==> config.mk <==
export PLATFORM = sky130hd
export DESIGN_NAME = serial_rx_fifo
export DESIGN_NICKNAME = d
export VERILOG_FILES = /design/src/rtl/serial_rx_fifo.sv
export SDC_FILE = /design/constraint.sdc
export NUM_CORES = 1
export LEC_CHECK = 0
export ABC_AREA = 1
export BUFFER_PORTS_ARGS = -buffer_cell sky130_fd_sc_hd__buf_4
export CAP_MARGIN = 20
export CORE_ASPECT_RATIO = 2
export CORE_UTILIZATION = 40
export CTS_CLUSTER_SIZE = 12
export DETAILED_ROUTE_END_ITERATION = 12
export PLACE_DENSITY = 0.59
export SLEW_MARGIN = 20
export SYNTH_ARGS = -nofsm -noshare
export SYNTH_HDL_FRONTEND = slang
export SYNTH_SLANG_ARGS = --single-unit
==> constraint.sdc <==
create_clock -name clk -period 1.8 [get_ports clk]
set_input_delay 0.18 -clock clk [delete_from_list [all_inputs] [get_ports clk]]
set_output_delay 0.18 -clock clk [all_outputs]
set_load 0.01 [all_outputs]
==> src/rtl/serial_rx_fifo.sv <==
module serial_rx_fifo #(
  parameter int OSR   = 16,
  parameter int DEPTH = 2
) (
  input  logic       clk,
  input  logic       rst_n,
  input  logic       tick,
  input  logic       rxd,
  input  logic       port_en,
  input  logic       rx_en,
  input  logic       nine_bit,
  input  logic       int_en,
  input  logic       rd_pop,
  output logic [7:0] rd_data,
  output logic       rd_bit9,
  output logic       rd_ferr,
  output logic       data_avail,
  output logic       ovr_err,
  output logic       idle,
  output logic       irq
);
  localparam int CW  = $clog2(OSR);
  localparam int MID = OSR / 2;
  localparam int PW  = (DEPTH > 1) ? $clog2(DEPTH) : 1;
  localparam int NW  = $clog2(DEPTH + 1);

  typedef enum logic [1:0] {S_IDLE, S_START, S_DATA, S_STOP} state_t;

  state_t        state;
  logic [CW-1:0] cnt;
  logic [3:0]    idx;
  logic [1:0]    vs;
  logic [8:0]    sh;
  logic          rx_m, rx_s, rx_q;

  logic [9:0]    mem [DEPTH];
  logic [PW-1:0] wp, rp;
  logic [NW-1:0] fill;

  wire run     = port_en & rx_en;
  wire fall    = rx_q & ~rx_s;
  wire decide  = tick && (cnt == CW'(MID + 1));
  wire bit_end = tick && (cnt == CW'(OSR - 1));
  wire bit_v   = (vs[0] & vs[1]) | (vs[0] & rx_s) | (vs[1] & rx_s);
  wire [3:0] last = nine_bit ? 4'd8 : 4'd7;

  wire full   = (fill == NW'(DEPTH));
  wire pop_ok = rd_pop && (fill != '0);
  wire push   = run && (state == S_STOP) && decide;
  wire accept = push && (!full || pop_ok);

  wire [9:0] entry = {~bit_v,
                      nine_bit ? sh[8] : 1'b0,
                      nine_bit ? sh[7:0] : sh[8:1]};

  function automatic logic [PW-1:0] nxt(input logic [PW-1:0] p);
    return (p == PW'(DEPTH - 1)) ? '0 : p + 1'b1;
  endfunction

  always_ff @(posedge clk or negedge rst_n)
    if (!rst_n) begin
      rx_m <= 1'b1;
      rx_s <= 1'b1;
      rx_q <= 1'b0;
    end else begin
      rx_m <= rxd;
      rx_s <= rx_m;
      rx_q <= rx_s;
    end

  always_ff @(posedge clk or negedge rst_n)
    if (!rst_n) begin
      state <= S_IDLE;
      cnt   <= '0;
      idx   <= '0;
      vs    <= '0;
      sh    <= '0;
    end else if (!run) begin
      state <= S_IDLE;
      cnt   <= '0;
    end else begin
      if (tick && state != S_IDLE) begin
        cnt <= (cnt == CW'(OSR - 1)) ? '0 : cnt + 1'b1;
        if (cnt == CW'(MID - 1)) vs[0] <= rx_s;
        if (cnt == CW'(MID))     vs[1] <= rx_s;
      end
      case (state)
        S_IDLE:
          if (fall && !ovr_err) begin
            state <= S_START;
            cnt   <= '0;
          end
        S_START:
          if (decide && bit_v) state <= S_IDLE;
          else if (bit_end) begin
            state <= S_DATA;
            idx   <= '0;
          end
        S_DATA: begin
          if (decide) sh <= {bit_v, sh[8:1]};
          if (bit_end) begin
            if (idx == last) state <= S_STOP;
            else idx <= idx + 1'b1;
          end
        end
        S_STOP:
          if (decide) state <= S_IDLE;
        default: state <= S_IDLE;
      endcase
    end

  always_ff @(posedge clk or negedge rst_n)
    if (!rst_n) ovr_err <= 1'b0;
    else if (!run) ovr_err <= 1'b0;
    else if (push && full && !pop_ok) ovr_err <= 1'b1;

  always_ff @(posedge clk)
    if (accept) mem[wp] <= entry;

  always_ff @(posedge clk or negedge rst_n)
    if (!rst_n) begin
      wp   <= '0;
      rp   <= '0;
      fill <= '0;
    end else if (!port_en) begin
      wp   <= '0;
      rp   <= '0;
      fill <= '0;
    end else begin
      if (accept) wp <= nxt(wp);
      if (pop_ok) rp <= nxt(rp);
      if (accept && !pop_ok) fill <= fill + 1'b1;
      else if (pop_ok && !accept) fill <= fill - 1'b1;
    end

  assign data_avail = (fill != '0);
  assign rd_data    = data_avail ? mem[rp][7:0] : 8'h00;
  assign rd_bit9    = data_avail & mem[rp][8];
  assign rd_ferr    = data_avail & mem[rp][9];
  assign idle       = (state == S_IDLE);
  assign irq        = data_avail & int_en;
endmodule

==> reports/results.md <==
| Stage | Quantity | Reported |
|---|---|---|
| cells and area | Antenna diode count | 0 |
| global route | Total congestion overflow | 0 |
| cells and area | Total area of sequential cells | 1329 um2 |
| power and ir drop | Sequential cell fraction of total power | 47.6% |
| timing | Total negative slack | 0 ns |
| critical path | Endpoint required time on the critical path | 1.80 ns |
| place | Gpl congestion | 0.7807 |
| global route | GRT Total Usage | 15.17% |
| place | Count of buffers from port buffering | 22 |
| cells and area | Area used by multi-input combinational logic | 938.4 um2 |
| drt | Overall via count from detail_route | 1873 |
| timing | Actual transition at the worst max-transition pin | 0.3892 ns |
| critical path | Highest net fanout along the worst path | 5 |
| floorplan | DIE AREA | 6480 um2 |
| cts | TritonCTS clock tree | done |
| power and ir drop | Leakage Power | 1.256 nW |
| timing | Final setup violation count | 0 |
| power and ir drop | Int Pwr | 1.929 mW |
| drt | Routed wire per std cell | 12.13 um |
| cts | Worst skew pair latency | 0.29 ns |
| drt | Iteration count of the initial detailed-routing pass | 8 |
| power and ir drop | Share of power burned in the clock network | 33.4% |
| cells and area | Fillers | 575 |
| logic synthesis | Flip-flop and latch count after synthesis | 49 |
| power and ir drop | Ratio of total power to cell area | 909.5 nW/um2 |
| worst hold path | Hold Crit Class | in2reg |
| cells and area | Leading cell type in the layout, fill and taps excluded | sky130_fd_sc_hd__nand2_1 |
| floorplan | Core Rows | 40 |
| floorplan | Initial core utilization | 41.26% |
| logic synthesis | YS warnings | 0 |
| cts | Num Clock Sinks | 49 |
| cells and area | Share of layout cells above drive strength 1 | 23.17% |
| cts | Longest Clk Path Bufs | 2 |
| cells and area | Post-layout instance count excluding filler cells | 378 |
| global route | Number of antenna violations at the first check in global routing | 0 |
| drt | Via-per-instance ratio | 4.955 |
| cts | Root Buffer | sky130_fd_sc_hd__clkbuf_16 |
| drt | Detail Route Antenna Nets | 0 |
| global route | Number of global-route vias before repair | 1812 |
| power and ir drop | Share of power burned in combinational logic | 19.0% |
| critical path | Endpoint class of the critical path | flip-flop |
| timing | Achievable Freq | 0.5885 GHz |
| place | Number of placed cells counting well taps | 366 |
| timing | Final worst path period need | 1.699 ns |
| cells and area | Commonest cells after routing, fill and taps aside | 77 x sky130_fd_sc_hd__nand2_1, 31 x sky130_fd_sc_hd__inv_1, 29 x sky130_fd_sc_hd__buf_4 |
| place | Pre-CTS setup slack | 0.06499 ns |
| power and ir drop | VDD IR-drop max | 513.9 uV |
| critical path | CP Class | reg2reg |
| floorplan | Standard cell core area | 5956 um2 |
| logic synthesis | Sequential element share of the synthesized area | 54.07% |
| global route | First-pass GRT wire length | 7.569 mm |
| cts | Register clock-pin slew on the reported worst setup and hold paths | 0.06 ns |
| run status | Violated checks | design-rule violations |
| timing | Final cycle utilization of the critical path | 94.39% |
| logic synthesis | Synthesized net count | 294 |
| cells and area | Final-stage net count | 327 |
| critical path | Critical path's slowest cell | sky130_fd_sc_hd__dfrtp_1 |
| cts | Number of CTS-inserted buffers | 5 |
| critical path | Crit path launch type | flip-flop |
| logic synthesis | Syn_area_per_cell | 8.745 um2 |
| timing | Unrepaired setup endpoints after global routing | false |
| flow run | Max cap viols | 0 |
| power and ir drop | Fraction of power spent switching nets | 26.81% |
| timing | Max-slew violation count | 0 |
| logic synthesis | Synthesized netlist cell count | 281 |
| drt | Final routed DRC violation total | 2 |
| logic synthesis | Netlist Area Pre-Place | 2457 um2 |
| critical path | Ordered list of cells on the worst path | inv_2 -> ha_1 -> nand2_1 -> nor2_2 -> inv_2 -> nor2_4 -> o21ai_2 -> nor2_2 -> buf_6 |
| floorplan | Boundary pin count | 23 |
| timing | Smallest hold slack | 0.2011 ns |
| run status | Result of the run | complete, but fails checks |
| floorplan | Chip Width | 57.42 um |
| timing | Minimum setup slack in the final design | 0.1009 ns |
| power and ir drop | Net Sw Power | 706.6 uW |
| timing | Layout Skew | 0.005054 ns |
| cts | H-tree lvl count | 2 |
| drt | Routed WL | 4.586 mm |
| critical path | Arrival time at the worst endpoint | 1.70 ns |
| global route | Pin count of the biggest net entering global routing | 30 |
| floorplan | Vertical die dimension | 112.8 um |
| logic synthesis | Synth unique cells | 27 |
| place | DP HPWL | 3.516 mm |
| drt | First DRT Iteration DRCs | 46 |
| critical path | Max incr delay on CP | 0.39 ns |
| timing | Hold violation total from the final report | 0 |
| cells and area | Synth-to-Final Area Change | 17.92% |
| timing | Tightest slew margin relative to the limit | 74.05% |
| power and ir drop | Overall power | 2.636 mW |
[layer usage]
metal	up-vias	share of wire, %	track usage [%]
met5	-	0	0
met3	13	1.7	2.057
met1	865	36	14.47
li1	972	-	-
met2	23	58	28.76
met4	0	4.1	9.756
[path summary, 6_finish.rpt]
path | startpoint | endpoint | slack [ns] | depth (start not counted)
max | cnt[1] | mem[0][0] | 0.10 | 9
min | port_en | rp | 0.20 | 3
max in group asynchronous | rst_n | rx_s | 1.13 | 2
min reg2reg | rx_m | rx_s | 0.36 | 0
max reg2reg | cnt[1] | mem[0][0] | 0.10 | 9
min in group asynchronous | rst_n | ovr_err | 0.36 | 2
[sequential cells by signal (all words and copies together), names as in the netlist]
| signal | cells |
|---|---|
| mem | 20 |
| rp | 1 |
| sh | 9 |
| vs | 2 |
| cnt | 4 |
| rx_s | 1 |
| state | 2 |
| idx | 4 |
| rx_m | 1 |
| wp | 1 |
| ovr_err | 1 |
| rx_q | 1 |
| fill | 2 |
[worst max-delay path: cells and delay by family (launching register included)]
family                     cells  cell delay (ns)
and+or+nand+nor                4             0.50
DFF                            1             0.39
buffers and inverters          3             0.30
adders and majority gates      1             0.14
AOI/OAI and AO/OA              1             0.09
[logic make-up after synthesis]
group / count (synthesis) / synth area share, %
AO/OA/AOI/OAI: 46 / 11.10
flip-flops: 49 / 54.07
buffers and inverters: 48 / 7.994
adder cells (fa/ha/maj): 4 / 2.037
AND/OR/NAND/NOR: 132 / 24.08
XOR/XNOR: 2 / 0.7130
[power by group through the flow]
stage	logic, mW	registers [mW]	clock network [mW]
floorplan	0.304	1.26	0
detailed placement	0.502	1.27	0
finish	0.502	1.25	0.880
CTS	0.508	1.25	0.915
global route	0.563	1.26	0.945
global placement	0.494	1.27	0
[timing repair]
item | 4_1_cts | 5_1_grt
endpoints found under the setup margin | 0 | 20
endpoints found under the hold margin | 28 | 0
hold buffers | 2 | 0
setup buffers | 0 | 1
resized for setup | 0 | 7
[synthesized netlist by cell type]
cell	count	share of area [%]
sky130_fd_sc_hd__o21bai_2	1	0.46
sky130_fd_sc_hd__or2_2	1	0.25
sky130_fd_sc_hd__a211oi_1	1	0.31
sky130_fd_sc_hd__xor2_1	2	0.71
sky130_fd_sc_hd__inv_2	9	1.4
sky130_fd_sc_hd__clkbuf_1	4	0.61
sky130_fd_sc_hd__o21ai_0	11	2.2
sky130_fd_sc_hd__nand3_1	12	2.4
sky130_fd_sc_hd__a21oi_1	16	3.3
sky130_fd_sc_hd__buf_2	1	0.20
sky130_fd_sc_hd__nand2_1	77	12
sky130_fd_sc_hd__nor2_4	2	0.92
sky130_fd_sc_hd__o21ai_1	8	1.6
sky130_fd_sc_hd__nand4_1	7	1.8
sky130_fd_sc_hd__nand2_4	1	0.46
sky130_fd_sc_hd__dfstp_2	2	2.1
sky130_fd_sc_hd__nand2_2	2	0.51
sky130_fd_sc_hd__dfrtp_1	27	27
sky130_fd_sc_hd__o21ai_2	9	3.2
sky130_fd_sc_hd__nor2_1	21	3.2
sky130_fd_sc_hd__nor3_1	3	0.61
sky130_fd_sc_hd__buf_6	2	0.92
sky130_fd_sc_hd__nor2_2	2	0.51
sky130_fd_sc_hd__nand3_2	4	1.6
sky130_fd_sc_hd__ha_1	4	2.0
sky130_fd_sc_hd__inv_1	32	4.9
sky130_fd_sc_hd__edfxtp_1	20	24
[layout make-up]
cell class	instances	area share [%]
Tap cell	63	2.720
Clock buffer	7	4.577
Timing Repair Buffer	33	8.981
Sequential cell	49	45.85
Clock inverter	1	0.1727
Multi-Input combinational cell	184	32.38
Inverter	41	5.311
[per-stage QoR]
stage	area (um2)	utilization, %
after global placement	2711	45.53
after detailed placement	2711	45.53
after CTS	2869	48.17
after global routing	2898	48.66
final	2898	48.66
after floorplan	2457	-
Note: power is estimated with default switching activity, not from simulation.
